--- config.mk ---
export PLATFORM = sky130hd
export DESIGN_NAME = eth_addr_parser
export DESIGN_NICKNAME = d
export VERILOG_FILES = /design/src/rtl/eth_addr_pkg.sv /design/src/rtl/eth_serial_sync.sv /design/src/rtl/eth_clk_watchdog.sv /design/src/rtl/eth_addr_framer.sv /design/src/rtl/eth_addr_parser.sv
export SDC_FILE = /design/constraint.sdc
export NUM_CORES = 1
export LEC_CHECK = 0
export BUFFER_PORTS_ARGS = -buffer_cell sky130_fd_sc_hd__buf_2
export CORE_MARGIN = 5
export CORE_UTILIZATION = 58
export CTS_CLUSTER_DIAMETER = 40
export CTS_CLUSTER_SIZE = 30
export DETAILED_ROUTE_END_ITERATION = 8
export PLACE_DENSITY = 0.85
export SLEW_MARGIN = 40
export SYNTH_ARGS = -nofsm -noshare
export SYNTH_HDL_FRONTEND = slang
export SYNTH_SLANG_ARGS = --single-unit
--- constraint.sdc ---
create_clock -name clk -period 2.4 [get_ports clk]
set_clock_uncertainty 0.1 [all_clocks]
set_input_delay 0.12 -clock clk [delete_from_list [all_inputs] [get_ports clk]]
set_output_delay 0.12 -clock clk [all_outputs]
set_load 0.02 [all_outputs]
--- src/rtl/eth_addr_pkg.sv ---
package eth_addr_pkg;

    localparam int WORD_W        = 16;
    localparam int SEGS_PER_ADDR = 3;
    localparam int ADDR_SEGS     = 2 * SEGS_PER_ADDR;
    localparam int ADDR_BITS     = ADDR_SEGS * WORD_W;
    localparam int POS_W         = $clog2(WORD_W);
    localparam int BIT_CNT_W     = $clog2(ADDR_BITS);
    localparam int ORD_W         = BIT_CNT_W - POS_W;

    typedef enum logic [1:0] {
        PS_HUNT    = 2'd0,
        PS_CAPTURE = 2'd1,
        PS_DRAIN   = 2'd2
    } parse_state_e;

    typedef struct packed {
        logic              is_sa;
        logic [1:0]        idx;
        logic [WORD_W-1:0] data;
    } seg_t;

    function automatic seg_t make_seg(input logic [ORD_W-1:0] ord,
                                      input logic [WORD_W-1:0] d);
        seg_t s;
        s.is_sa = (ord >= ORD_W'(SEGS_PER_ADDR));
        s.idx   = s.is_sa ? 2'(ord - ORD_W'(SEGS_PER_ADDR)) : 2'(ord);
        s.data  = d;
        return s;
    endfunction

endpackage

--- src/rtl/eth_serial_sync.sv ---
module eth_serial_sync #(
    parameter int STAGES = 2
) (
    input  logic clk,
    input  logic rst,
    input  logic ser_clk,
    input  logic ser_dat,
    input  logic net_rdy_n,
    output logic sclk_s,
    output logic sdat_s,
    output logic gate_open,
    output logic sclk_rise
);
    logic [STAGES-1:0] ck_q;
    logic [STAGES-1:0] dt_q;
    logic [STAGES-1:0] gt_q;
    logic              ck_prev;

    always_ff @(posedge clk) begin
        if (rst) begin
            ck_q    <= '0;
            dt_q    <= '0;
            gt_q    <= '1;
            ck_prev <= 1'b0;
        end else begin
            ck_q    <= {ck_q[STAGES-2:0], ser_clk};
            dt_q    <= {dt_q[STAGES-2:0], ser_dat};
            gt_q    <= {gt_q[STAGES-2:0], net_rdy_n};
            ck_prev <= ck_q[STAGES-1];
        end
    end

    assign sclk_s    = ck_q[STAGES-1];
    assign sdat_s    = dt_q[STAGES-1];
    assign gate_open = ~gt_q[STAGES-1];
    assign sclk_rise = ck_q[STAGES-1] & ~ck_prev;

endmodule

--- src/rtl/eth_clk_watchdog.sv ---
module eth_clk_watchdog #(
    parameter int LIMIT = 16
) (
    input  logic clk,
    input  logic rst,
    input  logic sclk_s,
    input  logic sclk_rise,
    output logic clk_ok,
    output logic los_evt
);
    localparam int CNT_W = $clog2(LIMIT + 2);
    localparam logic [CNT_W-1:0] CNT_LIM = CNT_W'(LIMIT);
    localparam logic [CNT_W-1:0] CNT_SAT = CNT_W'(LIMIT + 1);

    logic [CNT_W-1:0] low_cnt;

    // the current low cycle is the (low_cnt+1)-th in a row
    assign los_evt = ~sclk_s && (low_cnt == CNT_LIM);

    always_ff @(posedge clk) begin
        if (rst) begin
            low_cnt <= '0;
            clk_ok  <= 1'b0;
        end else begin
            if (sclk_s)
                low_cnt <= '0;
            else if (low_cnt != CNT_SAT)
                low_cnt <= low_cnt + 1'b1;

            if (los_evt)
                clk_ok <= 1'b0;
            else if (sclk_rise)
                clk_ok <= 1'b1;
        end
    end

endmodule

--- src/rtl/eth_addr_framer.sv ---
module eth_addr_framer
    import eth_addr_pkg::*;
#(
    parameter int MIN_PRE = 8
) (
    input  logic clk,
    input  logic rst,
    input  logic bit_stb,
    input  logic bit_val,
    input  logic gate_open,
    input  logic clk_ok,
    input  logic los_evt,
    output logic seg_valid,
    output seg_t seg,
    output logic abort,
    output logic carrier_lost,
    output logic active
);
    localparam int ALT_W = $clog2(MIN_PRE + 1);
    localparam logic [ALT_W-1:0]     ALT_MIN  = ALT_W'(MIN_PRE);
    localparam logic [BIT_CNT_W-1:0] LAST_BIT = BIT_CNT_W'(ADDR_BITS - 1);
    localparam logic [POS_W-1:0]     LAST_POS = POS_W'(WORD_W - 1);

    parse_state_e         state;
    logic                 prev_bit;
    logic [ALT_W-1:0]     alt_cnt;
    logic [BIT_CNT_W-1:0] bit_cnt;
    logic [WORD_W-1:0]    word;
    logic [POS_W-1:0]     pos;

    assign pos    = bit_cnt[POS_W-1:0];
    assign active = (state == PS_CAPTURE);

    always_ff @(posedge clk) begin
        if (rst) begin
            state        <= PS_HUNT;
            prev_bit     <= 1'b0;
            alt_cnt      <= '0;
            bit_cnt      <= '0;
            word         <= '0;
            seg_valid    <= 1'b0;
            seg          <= '0;
            abort        <= 1'b0;
            carrier_lost <= 1'b0;
        end else begin
            seg_valid    <= 1'b0;
            abort        <= 1'b0;
            carrier_lost <= 1'b0;
            unique case (state)
                PS_HUNT: begin
                    if (!gate_open) begin
                        prev_bit <= 1'b0;
                        alt_cnt  <= '0;
                    end else if (bit_stb && clk_ok) begin
                        if (bit_val != prev_bit) begin
                            if (alt_cnt != ALT_MIN)
                                alt_cnt <= alt_cnt + 1'b1;
                        end else begin
                            if (bit_val && (alt_cnt == ALT_MIN)) begin
                                state   <= PS_CAPTURE;
                                bit_cnt <= '0;
                                word    <= '0;
                            end
                            alt_cnt <= '0;
                        end
                        prev_bit <= bit_val;
                    end
                end
                PS_CAPTURE: begin
                    if (!gate_open) begin
                        abort    <= 1'b1;
                        state    <= PS_HUNT;
                        word     <= '0;
                        prev_bit <= 1'b0;
                        alt_cnt  <= '0;
                    end else if (los_evt) begin
                        carrier_lost <= 1'b1;
                        state        <= PS_HUNT;
                        word         <= '0;
                        prev_bit     <= 1'b0;
                        alt_cnt      <= '0;
                    end else if (bit_stb) begin
                        word[pos] <= bit_val;
                        bit_cnt   <= bit_cnt + 1'b1;
                        if (pos == LAST_POS) begin
                            seg_valid <= 1'b1;
                            seg       <= make_seg(bit_cnt[BIT_CNT_W-1:POS_W],
                                                  {bit_val, word[WORD_W-2:0]});
                        end
                        if (bit_cnt == LAST_BIT)
                            state <= PS_DRAIN;
                    end
                end
                PS_DRAIN: begin
                    if (!gate_open) begin
                        abort    <= 1'b1;
                        state    <= PS_HUNT;
                        prev_bit <= 1'b0;
                        alt_cnt  <= '0;
                    end else if (los_evt) begin
                        state    <= PS_HUNT;
                        prev_bit <= 1'b0;
                        alt_cnt  <= '0;
                    end
                end
                default: state <= PS_HUNT;
            endcase
        end
    end

endmodule

--- src/rtl/eth_addr_parser.sv ---
module eth_addr_parser
    import eth_addr_pkg::*;
#(
    parameter int SYNC_STAGES = 2,
    parameter int LOS_LIMIT   = 16,
    parameter int MIN_PRE     = 8
) (
    input  logic              clk,
    input  logic              rst,
    input  logic              ser_clk,
    input  logic              ser_dat,
    input  logic              net_rdy_n,
    output logic              seg_valid,
    output logic              seg_is_sa,
    output logic [1:0]        seg_idx,
    output logic [WORD_W-1:0] seg_data,
    output logic              frame_active,
    output logic              clk_ok,
    output logic              carrier_lost,
    output logic              abort
);
    logic sclk_s;
    logic sdat_s;
    logic gate_open;
    logic sclk_rise;
    logic los_evt;
    seg_t seg;

    eth_serial_sync #(.STAGES(SYNC_STAGES)) u_sync (
        .clk       (clk),
        .rst       (rst),
        .ser_clk   (ser_clk),
        .ser_dat   (ser_dat),
        .net_rdy_n (net_rdy_n),
        .sclk_s    (sclk_s),
        .sdat_s    (sdat_s),
        .gate_open (gate_open),
        .sclk_rise (sclk_rise)
    );

    eth_clk_watchdog #(.LIMIT(LOS_LIMIT)) u_wdog (
        .clk       (clk),
        .rst       (rst),
        .sclk_s    (sclk_s),
        .sclk_rise (sclk_rise),
        .clk_ok    (clk_ok),
        .los_evt   (los_evt)
    );

    eth_addr_framer #(.MIN_PRE(MIN_PRE)) u_framer (
        .clk          (clk),
        .rst          (rst),
        .bit_stb      (sclk_rise),
        .bit_val      (sdat_s),
        .gate_open    (gate_open),
        .clk_ok       (clk_ok),
        .los_evt      (los_evt),
        .seg_valid    (seg_valid),
        .seg          (seg),
        .abort        (abort),
        .carrier_lost (carrier_lost),
        .active       (frame_active)
    );

    assign seg_is_sa = seg.is_sa;
    assign seg_idx   = seg.idx;
    assign seg_data  = seg.data;

endmodule

* Yosys cells after proc, flatten, opt, wreduce, memory -nomap -nowiden
Cells that the tools add are included.
** Operators by class
- Add/subtract/negate cells :: 4
- $mul :: 0
- Divide/modulo/power cells :: 0
- $lt $le $gt $ge :: 3
- Equality and inequality tests :: 22
- Shifts and indexed selects :: 0
- Mux-type cells :: 46
- Bitwise logic cells :: 8
- Reduce and logical (&&, ||, !) cells :: 19
** Operators with widths (number)
- $mux W16 :: 7
- $mux W7 :: 7
- $pmux W16 S2 :: 1
- $mux W4 :: 6
- $mux W2 :: 11
- $bwmux W16 :: 1
- $pmux W7 S2 :: 1
- $eq A4 B4 Y1 const B :: 2
- $mux W1 :: 8
- $ne A2 B2 Y1 const B :: 4
- $ne A4 B1 Y1 const B :: 2
- $ne A4 B4 Y1 const B :: 2
- $pmux W4 S2 :: 1
- $reduce_and A8 Y1 :: 1
- $reduce_or A2 Y1 :: 4
- $add A7 B1 Y7 const B :: 1
- $eq A7 B7 Y1 const B :: 1
- $not A1 Y1 :: 7
- $reduce_and A7 Y1 :: 1
- $ne A2 B1 Y1 const B :: 3
- $pmux W2 S3 :: 1
- $reduce_and A6 Y1 :: 1
- $add A5 B1 Y5 const B :: 1
- $eq A5 B5 Y1 const B :: 1
- other kinds (23) :: 27
** Storage, ports and cells
- Register bits :: 65
- Latch bits :: 0
- Bits in writable memories :: 0
- Memory bits (read-only) :: 0
- Bits of input ports :: 5
- Output and inout port bits :: 24
- Word-level logic and storage cells :: 119
- Memories :: 0

* Longest topological paths before layout
- Depth in word-level cells :: 9
- Mapped depth :: 10

* Hierarchy
From an unflattened synthesis, not the netlist that was laid out.
** Second synthesis, totals
- Cells, all modules :: 344
- Area total of the unflattened synthesis :: 3070.4 µm²
** Modules (own cells, without submodules)
- eth_addr_framer :: times used 1, cells an instance 299, area each 2570.0 µm²
- eth_clk_watchdog :: times used 1, cells an instance 29, area each 306.5 µm²
- eth_serial_sync :: times used 1, cells an instance 16, area each 193.9 µm²

* Worst setup path after synthesis
OpenSTA, ideal clock, no wires.
- Path type :: register to register
- Start :: register u_framer.state[1]
- End :: register, netlist name u_framer.seg[3]
- Arrival :: 1.805 ns
- Path slack :: 0.363 ns
- Cell stages (with the launch flop) :: 11
- Buffers on the path :: 3
- Clock period less this slack :: 2.037 ns
- Cells stage by stage :: dfxtp_1 inv_1 ha_1 buf_2 nand2b_1 a21o_4 or2_1 buf_4 buf_6 nand2_1 a21oi_1
** Between the ends
- Cells in the longest elaborated chain, start to end :: 2
** Ends and longest elaborated chain
- start: declaration :: RTL line eth_addr_framer.sv:24 : parse_state_e state;
- start signal: assignment :: RTL line eth_addr_framer.sv:36 : state <= PS_HUNT;
- start signal: assignment :: RTL line eth_addr_framer.sv:60 : state <= PS_CAPTURE;
- start signal: assignment :: RTL line eth_addr_framer.sv:72 : state <= PS_HUNT;
- $eq A2 B1 Y1
- net frame_active :: RTL line eth_addr_parser.sv:17 : output logic frame_active,
- $reduce_and A5 Y1 (no line)
The timed path passes the listed nets, and every way through them passes these cells.
A chain may end at the register's enable or synchronous reset.

* Worst setup path in the final report
- Start :: register u_framer.state[0]
- End :: register u_framer.word[8]
** Between the ends
- Cells in the longest elaborated chain, start to end :: 3
** Ends and longest elaborated chain
- $eq A2 B1 Y1 / $logic_not A2 Y1 (equally long branches) :: RTL line eth_addr_framer.sv:49 : unique case (state)
- $ne A4 B1 Y1 (no line) (tied with other cells)
- $reduce_and A6 Y1 (no line)
- end signal: indexed assignment :: RTL line eth_addr_framer.sv:83 : word[pos] <= bit_val;
- end: declaration :: RTL line eth_addr_framer.sv:28 : logic [WORD_W-1:0] word;
Several ways; a longest one is shown, not always the timed one.

==> results.json <==
{
  "run_status": "completed",
  "tightest_slew_ns": 0.553,
  "yosys-top-cells-area": "dfxtp_1, nand2_1, ha_1",
  "crit_path_max_fanout": 15,
  "fmaxAchievable_mhz": 457,
  "p_seq_share_pct": 51.1,
  "clk_latency_ns": 0.34,
  "antenna_found_initial": 0,
  "synth_seq_cells": 64,
  "postRouteAntennaNets": 0,
  "ioPinCount": 29,
  "area_delta_synth_final_pct": 12.4,
  "path_class": "reg2reg",
  "fin_tns_setup_ns": 0,
  "post-place-ws_ns": 0.259,
  "cp-end-kind": "flip-flop",
  "n_antenna_cell": 0,
  "numCtsBuffers": 9,
  "syn_area_um2": 3040,
  "yosysTopAreaCellShare_pct": 42.2,
  "port_buffers": 28,
  "maxCapViolations": 0,
  "slew-limit-headroom_pct": 63.1,
  "grt_usage_pct": 20.5,
  "cts_root_buf": "clkbuf_8",
  "stdcell_count": 457,
  "path_cells": "inv_1 -> ha_1 -> nor2b_2 -> nand4b_1 -> o32a_2 -> o21ai_0 -> o21ai_0",
  "finalHoldViolations": 0,
  "fillers": 448,
  "fin_ws_ns": 0.212,
  "power_switching_mw": 0.505,
  "fp.dieW_um": 82.4,
  "critical-path-top-delay-family": "compound AO/OA/AOI/OAI gates",
  "grt_pass1_wl_um": 10600,
  "fp-row-count": 26,
  "grt_max_degree": 40,
  "cp_data_required_time_ns": 2.50,
  "finalCritPeriodShare_pct": 91.2,
  "worstPathArrival_ns": 2.29,
  "synth_edf_count": 0,
  "place.gp.congestion": 0.897,
  "syn_inst": 354,
  "drive_gt1_share_pct": 17.1,
  "synth_area_leader_cell": "dfxtp_1",
  "critPathBufInv": 1,
  "leakagePower_nw": 1.34,
  "power_per_cell_area_nw_per_um2": 625,
  "core_um2": 5110,
  "routed_wl_um": 6370,
  "intPower_mw": 1.63,
  "ys_warn_count": 0,
  "cts_max_path_buffers": 2,
  "avgViaCountPerCell": 5.53,
  "cts_htree_levels": 3,
  "placed_cells": 439,
  "cp-start-kind": "flip-flop",
  "design.die.area_um2": 6790,
  "synth_cell_types": 49,
  "synth.avg_cell_area_um2": 8.59,
  "min_period_ns": 2.19,
  "wire_per_inst_um": 13.9,
  "synth-async-reset-ratio_pct": 0,
  "numClockSinks": 64,
  "initial_core_util_pct": 59.5,
  "grt.overflow.total": 0,
  "peakVddDrop_uv": 443,
  "drt_iter0_markers": 192,
  "rsz0062_at_grt": "false",
  "hold_start": "rst",
  "regArea_um2": 1280,
  "vias": 2527,
  "seq_area_frac_synth_pct": 42.2,
  "power_frac_clock_pct": 42.1,
  "firstDrtPassIters": 4,
  "die_h_um": 82.4,
  "tritoncts": "done",
  "switching_share_pct": 23.7,
  "clk_pin_slew_worst_paths_ns": 0.07,
  "final_net_count": 403,
  "final_max_slew_viol_count": 0,
  "setup_viol": 0,
  "worstHoldPathType": "in2reg",
  "crit_start": "u_framer.state[0]",
  "utilization_pct": 66.9,
  "multi_input_area_um2": 1600,
  "pwr-share-comb_pct": 6.8,
  "slowest_delay_ns": 0.48,
  "first_global_vias": 2290,
  "r2r-start": "u_framer.state[0]",
  "cp_common_cell": "o21ai_0",
  "fin_total_pwr_mw": 2.13,
  "syn-num-nets": 374,
  "route.detailed.drc": 0,
  "ys.flop_type": "dfxtp_1",
  "hpwlAfterDp_um": 4400,
  "cpMaxStageDelayCell": "o32a_2"
}
==> worst register-to-register path: cells and delay by family, from the launching register on <==
kind / cells / cell delay (ns)
AO/OA/AOI/OAI: 3 / 0.90
adder cells (fa/ha/maj): 1 / 0.25
buffers and inverters: 1 / 0.10
flip-flops: 1 / 0.35
AND/OR/NAND/NOR: 2 / 0.36
==> power groups by stage <==
| stage | Clock (mW) | Combinational (mW) | Sequential, mW |
|---|---|---|---|
| final | 0.899 | 0.144 | 1.09 |
| after global routing | 0.953 | 0.160 | 1.09 |
| after CTS | 0.913 | 0.143 | 1.09 |
| after detailed placement | 0 | 0.139 | 1.11 |
| after global placement | 0 | 0.137 | 1.11 |
| after floorplan | 0 | 0.109 | 1.11 |
==> metal layers <==
| layer | vias up | wire length [µm] | GRT usage [%] |
|---|---|---|---|
| li1 | 1275 | - | - |
| met1 | 1168 | 2930 | 26.3 |
| met2 | 70 | 2950 | 32.8 |
| met3 | 14 | 365 | 4.66 |
| met4 | 0 | 119 | 9.14 |
| met5 | - | 0 | 0 |
==> area by class of cell <==
type | instances | area share (%)
clock inverters | 4 | 1.32
well taps | 70 | 2.56
multi-input cells | 260 | 46.8
clock buffers | 11 | 4.14
repair buffers | 38 | 6.52
inverters | 10 | 1.10
flip-flops and latches | 64 | 37.5
==> worst paths after layout <==
kind	slack, ns	depth (start not counted)	end
max	0.21	7	u_framer.word[8]
min	0.11	2	u_framer.seg[17]
max reg2reg	0.21	7	u_framer.word[8]
min reg2reg	0.31	1	u_sync.gt_q[1]
==> through the flow <==
| stage | hold slack, ns | cell area (µm²) |
|---|---|---|
| floorplan | 0.124 | 3040 |
| global placement | 0.201 | 3200 |
| detailed placement | 0.205 | 3200 |
| CTS | 0.0983 | 3420 |
| global route | 0.156 | 3420 |
| finish | 0.112 | 3420 |
==> flip-flops by register name, summed over array words and instances, names as in the netlist <==
name,count
u_sync.dt_q,2
u_framer.alt_cnt,4
u_sync.gt_q,2
u_sync.ck_q,2
u_framer.carrier_lost,1
u_framer.prev_bit,1
u_framer.state,2
u_framer.abort,1
u_sync.ck_prev,1
u_wdog.clk_ok,1
u_framer.word,15
u_framer.bit_cnt,7
u_framer.seg_valid,1
u_wdog.low_cnt,5
u_framer.seg,19
==> kinds of logic (layout without fill, tap and decap cells) <==
family,after synthesis,after routing,share of synthesized area [%]
xor+xnor,5,5,1.44
mux,4,4,1.32
fa+ha+maj,15,15,6.18
simple gates,139,139,24.2
flops,64,64,42.2
compound gates,97,97,19.5
buf+inv,30,63,5.19
==> synth_stat cells, drive strengths merged, types with 2 or more instances <==
master,count
nor2,22
nand2,52
and2,2
o21ai,32
nor2b,23
buf,14
a21o,3
mux2i,4
a21oi,39
nand3,8
dfxtp,64
a311oi,5
a41oi,2
nand2b,8
nor3b,3
xor2,2
ha,15
a31oi,6
nor3,7
or2,5
nand3b,3
clkbuf,6
a211oi,5
xnor2,3
inv,10
==> placed cells by master (no fill, tap or decap), drive strengths merged, types with 2 or more instances in the layout <==
cell type / n
nor2: 22
nor2b: 23
a211oi: 5
a311oi: 5
dlygate4sd3: 3
clkbuf: 11
clkinv: 3
mux2i: 4
inv: 10
nor3: 7
nand2b: 8
a21oi: 39
or2: 5
ha: 15
nor3b: 3
xnor2: 3
a41oi: 2
o21ai: 32
dfxtp: 64
nand2: 52
nand3: 8
a21o: 3
nand3b: 3
buf: 35
a31oi: 6
xor2: 2
and2: 2
==> what timing repair did <==
action,CTS,global route
hold buffers,3,0
endpoints found under the hold margin,3,0
gates resized for setup,0,0
setup buffers,0,0
Power figures use the tool's default switching activity.
